$ cat config.mk
export PLATFORM = sky130hd
export DESIGN_NAME = pwr_mode_seq
export DESIGN_NICKNAME = d
export VERILOG_FILES = /design/src/rtl/pms_pkg.sv /design/src/rtl/pms_decode.sv /design/src/rtl/pms_lat_cnt.sv /design/src/rtl/pwr_mode_seq.sv
export SDC_FILE = /design/constraint.sdc
export NUM_CORES = 1
export LEC_CHECK = 0
export BUFFER_PORTS_ARGS = -buffer_cell sky130_fd_sc_hd__buf_2
export CAP_MARGIN = 10
export CORE_MARGIN = 2
export CORE_UTILIZATION = 60
export CTS_BUF_LIST = sky130_fd_sc_hd__clkbuf_16
export CTS_CLUSTER_SIZE = 28
export DETAILED_ROUTE_END_ITERATION = 6
export PLACE_DENSITY = 0.83
export SETUP_SLACK_MARGIN = 0.05
export SYNTH_ARGS = -nofsm -noshare
export SYNTH_HDL_FRONTEND = slang
export SYNTH_SLANG_ARGS = --single-unit
$ cat constraint.sdc
create_clock -name clk -period 7.37 [get_ports clk]
set_clock_uncertainty 0.2 [all_clocks]
set_input_delay 1.474 -clock clk [delete_from_list [all_inputs] [get_ports clk]]
set_output_delay 1.474 -clock clk [all_outputs]
set_load 0.01 [all_outputs]
$ cat src/rtl/pms_pkg.sv
package pms_pkg;
  typedef enum logic [2:0] {
    MODE_HS  = 3'd0,
    MODE_MS  = 3'd1,
    MODE_SLP = 3'd2,
    MODE_WCH = 3'd3,
    MODE_SUB = 3'd4
  } mode_e;

  typedef enum logic [1:0] {
    CLK_OSC  = 2'd0,
    CLK_MED  = 2'd1,
    CLK_WDIV = 2'd2,
    CLK_OFF  = 2'd3
  } clk_e;

  typedef enum logic [1:0] {
    PH_IDLE = 2'd0,
    PH_PRE  = 2'd1,
    PH_POST = 2'd2
  } phase_e;

  function automatic clk_e clk_of(mode_e m);
    case (m)
      MODE_HS:  return CLK_OSC;
      MODE_MS:  return CLK_MED;
      MODE_SUB: return CLK_WDIV;
      default:  return CLK_OFF;
    endcase
  endfunction

  function automatic logic is_running(mode_e m);
    return (m == MODE_HS) || (m == MODE_MS) || (m == MODE_SUB);
  endfunction
endpackage

$ cat src/rtl/pms_decode.sv
module pms_decode
  import pms_pkg::*;
#(
  parameter int CNT_W    = 8,
  parameter int T_PRE_HS = 3,
  parameter int T_PRE_MS = 24,
  parameter int T_POST_S = 112,
  parameter int T_POST_H = 14
) (
  input  mode_e            cur_mode,
  input  logic             stby,
  input  logic             watch,
  input  logic             lowspd,
  input  logic             medspd,
  input  logic             direct,
  output logic             go_direct,
  output mode_e            lp_mode,
  output mode_e            dst_mode,
  output logic [CNT_W-1:0] pre_tgt,
  output logic             pre_wclk,
  output logic [CNT_W-1:0] post_tgt,
  output logic             post_wclk,
  output mode_e            wake_dst
);
  logic hop_to_sub, hop_to_hs;

  assign hop_to_sub = (cur_mode == MODE_HS) && stby && watch && lowspd && direct;
  assign hop_to_hs  = (cur_mode == MODE_MS) && !stby && !lowspd && !medspd && direct;
  assign go_direct  = hop_to_sub || hop_to_hs;

  always_comb begin
    lp_mode   = stby ? MODE_WCH : MODE_SLP;
    dst_mode  = cur_mode;
    pre_tgt   = CNT_W'(T_PRE_HS);
    pre_wclk  = 1'b0;
    post_tgt  = CNT_W'(T_POST_H);
    post_wclk = 1'b0;
    if (hop_to_sub) begin
      lp_mode   = MODE_WCH;
      dst_mode  = MODE_SUB;
      pre_tgt   = CNT_W'(T_PRE_HS);
      post_tgt  = CNT_W'(T_POST_S);
      post_wclk = 1'b1;
    end else if (hop_to_hs) begin
      lp_mode  = MODE_SLP;
      dst_mode = MODE_HS;
      pre_tgt  = CNT_W'(T_PRE_MS);
      post_tgt = CNT_W'(T_POST_H);
    end
  end

  always_comb begin
    if (lowspd)      wake_dst = MODE_SUB;
    else if (medspd) wake_dst = MODE_MS;
    else             wake_dst = MODE_HS;
  end
endmodule

$ cat src/rtl/pms_lat_cnt.sv
module pms_lat_cnt #(
  parameter int CNT_W = 8
) (
  input  logic             clk,
  input  logic             rst_n,
  input  logic             en,
  input  logic             tick,
  input  logic [CNT_W-1:0] target,
  output logic             done
);
  logic [CNT_W-1:0] cnt_q;

  assign done = en && tick && (cnt_q == target - 1'b1);

  always_ff @(posedge clk) begin
    if (!rst_n)            cnt_q <= '0;
    else if (!en || done)  cnt_q <= '0;
    else if (tick)         cnt_q <= cnt_q + 1'b1;
  end

  assert_cnt_below_target_R4: assert property (@(posedge clk) disable iff (!rst_n)
    en |-> (cnt_q < target));

  assert_cnt_clear_when_idle_R4: assert property (@(posedge clk) disable iff (!rst_n)
    !en |=> (cnt_q == '0));
endmodule

$ cat src/rtl/pwr_mode_seq.sv
module pwr_mode_seq
  import pms_pkg::*;
#(
  parameter int PRE_CYC  = 3,
  parameter int POST_CYC = 14,
  parameter int MED_DIV  = 8,
  parameter int SUB_DIV  = 8
) (
  input  logic       clk,
  input  logic       rst_n,
  input  logic       sleep_req,
  input  logic       wake_irq,
  input  logic       osc_tick,
  input  logic       wclk_tick,
  input  logic       cfg_stby,
  input  logic       cfg_watch,
  input  logic       cfg_lowspd,
  input  logic       cfg_medspd,
  input  logic       cfg_direct,
  output logic [2:0] mode,
  output logic [1:0] clk_sel,
  output logic       cpu_halt,
  output logic       busy
);
  localparam int T_PRE_HS = PRE_CYC;
  localparam int T_PRE_MS = PRE_CYC * MED_DIV;
  localparam int T_POST_S = POST_CYC * SUB_DIV;
  localparam int T_POST_H = POST_CYC;
  localparam int T_MAX_A  = (T_PRE_MS > T_POST_S) ? T_PRE_MS : T_POST_S;
  localparam int T_MAX    = (T_MAX_A > T_POST_H) ? T_MAX_A : T_POST_H;
  localparam int CNT_W    = $clog2(T_MAX + 1);

  mode_e            mode_q, dst_q;
  clk_e             clk_q;
  phase_e           phase_q;
  logic [CNT_W-1:0] pre_tgt_q, post_tgt_q;
  logic             pre_wclk_q, post_wclk_q;

  logic             go_direct, pre_wclk_d, post_wclk_d;
  mode_e            lp_mode, dst_mode, wake_dst;
  logic [CNT_W-1:0] pre_tgt_d, post_tgt_d;

  pms_decode #(
    .CNT_W(CNT_W), .T_PRE_HS(T_PRE_HS), .T_PRE_MS(T_PRE_MS),
    .T_POST_S(T_POST_S), .T_POST_H(T_POST_H)
  ) u_decode (
    .cur_mode (mode_q),
    .stby     (cfg_stby),
    .watch    (cfg_watch),
    .lowspd   (cfg_lowspd),
    .medspd   (cfg_medspd),
    .direct   (cfg_direct),
    .go_direct(go_direct),
    .lp_mode  (lp_mode),
    .dst_mode (dst_mode),
    .pre_tgt  (pre_tgt_d),
    .pre_wclk (pre_wclk_d),
    .post_tgt (post_tgt_d),
    .post_wclk(post_wclk_d),
    .wake_dst (wake_dst)
  );

  logic             cnt_en, cnt_tick, cnt_done;
  logic [CNT_W-1:0] cnt_tgt;

  assign cnt_en   = (phase_q != PH_IDLE);
  assign cnt_tick = (phase_q == PH_PRE) ? (pre_wclk_q  ? wclk_tick : osc_tick)
                                        : (post_wclk_q ? wclk_tick : osc_tick);
  assign cnt_tgt  = (phase_q == PH_PRE) ? pre_tgt_q : post_tgt_q;

  pms_lat_cnt #(.CNT_W(CNT_W)) u_cnt (
    .clk   (clk),
    .rst_n (rst_n),
    .en    (cnt_en),
    .tick  (cnt_tick),
    .target(cnt_tgt),
    .done  (cnt_done)
  );

  always_ff @(posedge clk) begin
    if (!rst_n) begin
      mode_q      <= MODE_HS;
      dst_q       <= MODE_HS;
      clk_q       <= CLK_OSC;
      phase_q     <= PH_IDLE;
      pre_tgt_q   <= '0;
      post_tgt_q  <= '0;
      pre_wclk_q  <= 1'b0;
      post_wclk_q <= 1'b0;
    end else begin
      case (phase_q)
        PH_PRE: if (cnt_done) begin
          phase_q <= PH_POST;
          clk_q   <= clk_of(dst_q);
        end
        PH_POST: if (cnt_done) begin
          phase_q <= PH_IDLE;
          mode_q  <= dst_q;
          clk_q   <= clk_of(dst_q);
        end
        default: begin
          if (is_running(mode_q) && sleep_req) begin
            mode_q <= lp_mode;
            if (go_direct) begin
              phase_q     <= PH_PRE;
              dst_q       <= dst_mode;
              pre_tgt_q   <= pre_tgt_d;
              post_tgt_q  <= post_tgt_d;
              pre_wclk_q  <= pre_wclk_d;
              post_wclk_q <= post_wclk_d;
            end else if (lp_mode == MODE_WCH) begin
              clk_q <= CLK_OFF;
            end
          end else if (!is_running(mode_q) && wake_irq) begin
            mode_q <= wake_dst;
            clk_q  <= clk_of(wake_dst);
          end
        end
      endcase
    end
  end

  assign mode     = mode_q;
  assign clk_sel  = clk_q;
  assign busy     = (phase_q != PH_IDLE);
  assign cpu_halt = (mode_q == MODE_SLP) || (mode_q == MODE_WCH);

  assert_mode_legal_R2: assert property (@(posedge clk) disable iff (!rst_n)
    mode <= 3'd4);

  assert_busy_in_stop_mode_R3: assert property (@(posedge clk) disable iff (!rst_n)
    busy |-> cpu_halt);

  assert_busy_ends_running_R5: assert property (@(posedge clk) disable iff (!rst_n)
    $fell(busy) |-> (mode == 3'd0 || mode == 3'd4));

  assert_req_ignored_busy_R8: assert property (@(posedge clk) disable iff (!rst_n)
    (busy && !cnt_done && (sleep_req || wake_irq)) |=> ($stable(mode) && busy));

  assert_plain_no_busy_R6: assert property (@(posedge clk) disable iff (!rst_n)
    (!busy && sleep_req && !go_direct) |=> !busy);
endmodule

# Word level (Yosys, flattened, before mapping)
# Cells that the tools add are included.
totals:
  output_inout_bits: 7
  input_bits: 11
  word_cells: 97
  reg_bits: 32
classes:
  n_eq_ne: 17
  n_reduce_logical: 36
  add_sub_neg: 2
  n_bitwise: 3
  mux: 31
ops:
  columns: ["operator", "n"]
  rows:
  - ["two-way mux 3 bit", 8]
  - ["two-way mux 7 bit", 3]
  - ["two-way mux 2 bit", 10]
  - ["logical AND 1 bit", 12]
  - ["one-hot mux 2 bit (3 select lines)", 2]
  - ["nonzero test 3 bit", 4]
  - ["equality test 3 x 1 -> 1 bit, second input constant", 3]
  - ["equality test 3 x 2 -> 1 bit, second input constant", 3]
  - ["equality test 3 bit, second input constant", 3]
  - ["zero test 3 bit", 3]
  - ["AND reduction 4 bit", 2]
  - ["adder 7 x 1 -> 7 bit, second input constant", 1]
  - ["equality test 7 bit", 1]
  - ["subtractor 7 x 1 -> 7 bit, second input constant", 1]
  - ["inequality test 2 x 1 -> 1 bit, second input constant", 3]
  - ["one-hot mux 3 bit (2 select lines)", 1]
  - ["AND reduction 3 bit", 2]
  - ["zero test 1 bit", 5]
  - ["logical OR 1 bit", 5]
  - ["two-way mux 1 bit", 5]
  - ["two-way mux 5 bit", 1]
  - ["one-hot mux 2 bit (2 select lines)", 1]
  - ["OR reduction 2 bit", 2]
  - ["inequality test 3 x 2 -> 1 bit, second input constant", 1]
  - ["5 further kinds", 7]

# Depth between registers and ports, before layout
logic_depth:
  word_depth: 12
  depth_mapped: 12
  ltp_nobuf: 11

# Hierarchy
# From an unflattened synthesis, not the netlist that was laid out.
hier_totals:
  cells_unflattened: 249
  hier_area_um2: 2100.8
by_module_without_submodules:
  columns: ["module", "area_each_um2", "instances", "seq_area_each_um2", "cells_each"]
  rows:
  - ["pwr_mode_seq", 1322.5, 1, 520.5, 155]
  - ["pms_lat_cnt", 548.0, 1, 140.1, 61]
  - ["pms_decode", 230.2, 1, 0.0, 33]

# Least setup slack after synthesis
# OpenSTA, ideal clock, no wires.
synth_timing:
  path_kind: "input-to-reg"
  start: "in cfg_medspd"
  end: "reg dst_q[2]"
  t_arrival_ns: 2.713
  stages: 6
  path_buffers: 1
  required_time_ns: 7.055
  setup_slack_ns: 4.342
  setup_ns: 0.115
  path_cell_list: "or4b_1 > a21o_1 > or2_1 > clkbuf_1 > a21oi_1 > nor2b_1"
synth_via:
  elab_chain_cells: 5
  elab_cells_between_ends: 7
  classes_between: "mux: 2; reduce/logical: 5"
synth_rtl:
  columns: ["element", "line", "source"]
  rows:
  - ["from (decl)", "pwr_mode_seq.sv:18", "input logic cfg_medspd,"]
  - ["zero test 1 bit (*)", "pms_decode.sv:28", "assign hop_to_hs = (cur_mode == MODE_MS) && !stby && !lowspd && !medspd && direct;"]
  - ["logical AND 1 bit (*) (2 in a row)", "pms_decode.sv:28", null]
  - ["two-way mux 3 bit or logical OR 1 bit (tied branches)", "pms_decode.sv:44, pms_decode.sv:29", null]
  - ["two-way mux 3 bit or AND reduction 3 bit (tied branches)", null, null]
  - ["to (signal assigned)", "pwr_mode_seq.sv:106", "dst_q <= dst_mode;"]
  - ["to (decl)", "pwr_mode_seq.sv:33", "mode_e mode_q, dst_q;"]
# Mark *: on every way between the ends. The rest lies on a longest branch, timed or not.
# A chain may end at the register's enable or synchronous reset.

# Worst setup path in the final report
layout_timing:
  start: "in cfg_lowspd"
  end: "reg pre_tgt_q[1]"
layout_via:
  elab_chain_cells: 6
  elab_cells_between_ends: 10
  classes_between: "mux: 2; reduce/logical: 8"
layout_rtl:
  columns: ["element", "line", "source"]
  rows:
  - ["from (decl)", "pwr_mode_seq.sv:17", "input logic cfg_lowspd,"]
  - ["zero test 1 bit", "pms_decode.sv:28", null]
  - ["logical AND 1 bit (3 in a row)", "pms_decode.sv:28", null]
  - ["two-way mux 5 bit or logical OR 1 bit (tied branches)", "pms_decode.sv:44, pms_decode.sv:29", null]
  - ["two-way mux 7 bit or AND reduction 3 bit (tied branches)", null, null]
  - ["to (signal assigned)", "pwr_mode_seq.sv:107", "pre_tgt_q <= pre_tgt_d;"]
  - ["to (decl)", "pwr_mode_seq.sv:36", "logic [CNT_W-1:0] pre_tgt_q, post_tgt_q;"]
# Parallel ways exist; a longest one is shown, timed or not.

==> impl_metrics.tcl <==
set metrics [dict create \
    p_per_area_nw_per_um2 183.0 \
    grt_use_met3_pct 4.848 \
    vias 1061 \
    synth.distinct_cells 39 \
    antenna_found_initial 0 \
    power_leakage_nw 0.5878 \
    cap_violations 0 \
    crit_chain "buf_2, or4b_1, a21o_1, or2_1, a21oi_1, nor2b_1" \
    use_met1_pct 30.43 \
    yosys.area.top_type "dfxtp_1" \
    synth_edf_count 0 \
    routed_wl_microns 2456 \
    synth_top_area_share_pct 33.04 \
    wl_per_cell_microns 12.66 \
    setup_viol 0 \
    drt_iter0_markers 28 \
    ctsHoldBuffers 0 \
    critPathMaxStageDelay_ns 0.51 \
    die_w_microns 50.05 \
    ys_top_cells_by_area "dfxtp_1 (33%), mux2i_1 (8.7%), ha_1 (5.9%)" \
    overflow 0 \
    die_y_microns 50.05 \
    pre_cts_ws_ns 4.193 \
    path_clk_slew_ns 0.06 \
    cts_made_buffers 3 \
    hpwl_microns 1872 \
    routabilityCongestion 0.9243 \
    grt_util_met2_pct 33.33 \
    timing.fmax_mhz 341.4 \
    busiest_layer "met2" \
    synth_common_cells "dfxtp_1 (21), nand2_1 (20), nor2_1 (16)" \
    drc 0 \
    path_buf_inv 1 \
    clock_sinks 21 \
    rr_startpoint "phase_q[1]" \
    slew_headroom_pct 70.74 \
    track_usage_pct 21.93 \
    cp-start-kind "input pin" \
    path_max_fanout 7 \
    yosysMostFrequentCell "dfxtp_1" \
    cts_resized 0 \
    setup_slack_ns 4.440 \
    holdPathEnd "clk_sel[0]" \
    initial_core_util_pct 64.20 \
    crit_arrival_ns 2.88 \
    cts_setup_buffers 0 \
    io_pins 18 \
    whs_path_depth 2 \
    final_max_slew_viol_count 0 \
    synthToLayoutAreaGrowth_pct 13.86 \
    outcome "finished, final reports clean" \
    synth_ff_type "dfxtp_1" \
    final_nets 185 \
    drive_gt1_share_pct 16.17 \
    finalHoldViolCount 0 \
    antenna_left 0 \
    fillers 158 \
    syn_area_per_cell_sq_um 8.372 \
    hold_path.class "reg2reg" \
    slowest_stage "or4b_1" \
    rows 16 \
    grt_first_pass_wirelength_microns 4215 \
    antenna_cells 0 \
    syn_inst 152 \
    numPortBuffers 17 \
    vdd_drop_max_mv 0.1261 \
    async_flop_share_pct 0 \
    core_sq_um 1982 \
    worstSetupPathType "in2reg" \
    end_kind "flop" \
    rrSetupSlack_ns 4.52 \
    synth_seq_cells 21 \
    clk_latency_ns 0.25 \
    grt_max_degree 22 \
    tns_ns 0 \
    worstPathRequired_ns 7.32 \
    layout_min_cycle_time_ns 2.930 \
    r2r_end "u_cnt.cnt_q[3]" \
    cts_tree "built" \
    dr.pass1.iters 5 \
    dieArea_sq_um 2505 \
    clockBufferDepth 2 \
    worstRegToRegCells 11 \
    drt-vias-per-instance 5.469 \
    seq_area_frac_synth_pct 33.04 \
    crit_family "simple AND/OR/NAND/NOR gates" \
    worstHoldStart "clk_sel[0]" \
    syn_nets 169 \
    grt_pass1_vias 979 \
    finalCritPeriodShare_pct 39.75 \
    yosys_warnings 0 \
    rsz0062_at_grt "false" \
    synth_area_sq_um 1272 \
    max_slew.worst_pin.slew_ns 0.4381 \
    h-tree-depth 1 \
    root_buffer "clkbuf_16" \
    timing.hold.ws_ns 0.2547 \
]
## tightest hold or removal path, delay by kind of cell (launching register included)
| kind | cells | cell delay [ns] |
|---|---|---|
| mux | 1 | 0.05 |
| flops | 1 | 0.31 |
| simple gates | 1 | 0.05 |
## cells by family after synthesis
kind of cell	Yosys count	share of synthesized area (%)
simple gates	65	25.96
compound gates	24	13.08
flops	21	33.04
mux	13	10.72
buf+inv	12	3.736
xor+xnor	11	7.572
fa+ha+maj	6	5.900
## flip-flops by register name, indices dropped and copies added (netlist names)
signal / flops
clk_sel: 2
dst_q: 3
mode: 3
phase_q: 2
post_tgt_q: 2
pre_tgt_q: 2
u_cnt.cnt_q: 7
## layout make-up
| class | instances | area [sq um] | area share, % |
|---|---|---|---|
| flip-flops and latches | 21 | 420.4 | 29.02 |
| clock buffers | 3 | 75.07 | 5.181 |
| clock inverters | 1 | 7.507 | 0.5181 |
| inverters | 6 | 22.52 | 1.554 |
| multi-input cells | 119 | 804.5 | 55.53 |
| repair buffers | 17 | 85.08 | 5.872 |
| well taps | 27 | 33.78 | 2.332 |
## per-stage QoR
step                instances  power, mW  instance area (sq um)  utilization, %
floorplan                 152     0.1430                   1272               -
global placement          190     0.1518                   1366           68.94
detailed placement        190     0.1526                   1366           68.94
CTS                       194     0.2675                   1449           73.11
global route              194     0.2737                   1449           73.11
finish                    194     0.2652                   1449           73.11
## worst max-delay path by stage
stage / start / to / slack (ns) / cells after the start
after floorplan: cfg_medspd / dst_q[2] / 4.34 / 6
after global placement: cfg_lowspd / dst_q[2] / 4.25 / 6
after detailed placement: cfg_lowspd / pre_tgt_q[1] / 4.19 / 6
after CTS: cfg_lowspd / pre_tgt_q[1] / 4.46 / 6
after global routing: phase_q[1] / u_cnt.cnt_q[3] / 4.33 / 11
final: cfg_lowspd / pre_tgt_q[1] / 4.44 / 6
## placed cells by master, fill, tap and decap left out, types with 4 or more instances in the layout
cell type   n
nand2_1    20
buf_2      17
ha_1        6
a21oi_1     8
nor2b_1     8
xnor2_1     8
dfxtp_1    21
mux2i_1    11
nor2_1     16
inv_1       6
o21ai_0     4
## report_power, final
group / internal [mW] / total [mW] / switching, mW
Combinational: 0.0145 / 0.0306 / 0.0161
Sequential: 0.117 / 0.120 / 0.00279
Clock: 0.0734 / 0.115 / 0.0415
Total: 0.205 / 0.265 / 0.0603
## per-layer routing
metal  wire length, microns  up-vias
met4                     21        0
met1                   1208      486
met3                    110        4
met5                      0        -
met2                   1117       24
li1                       -      547
(Power assumes the default switching activity.)
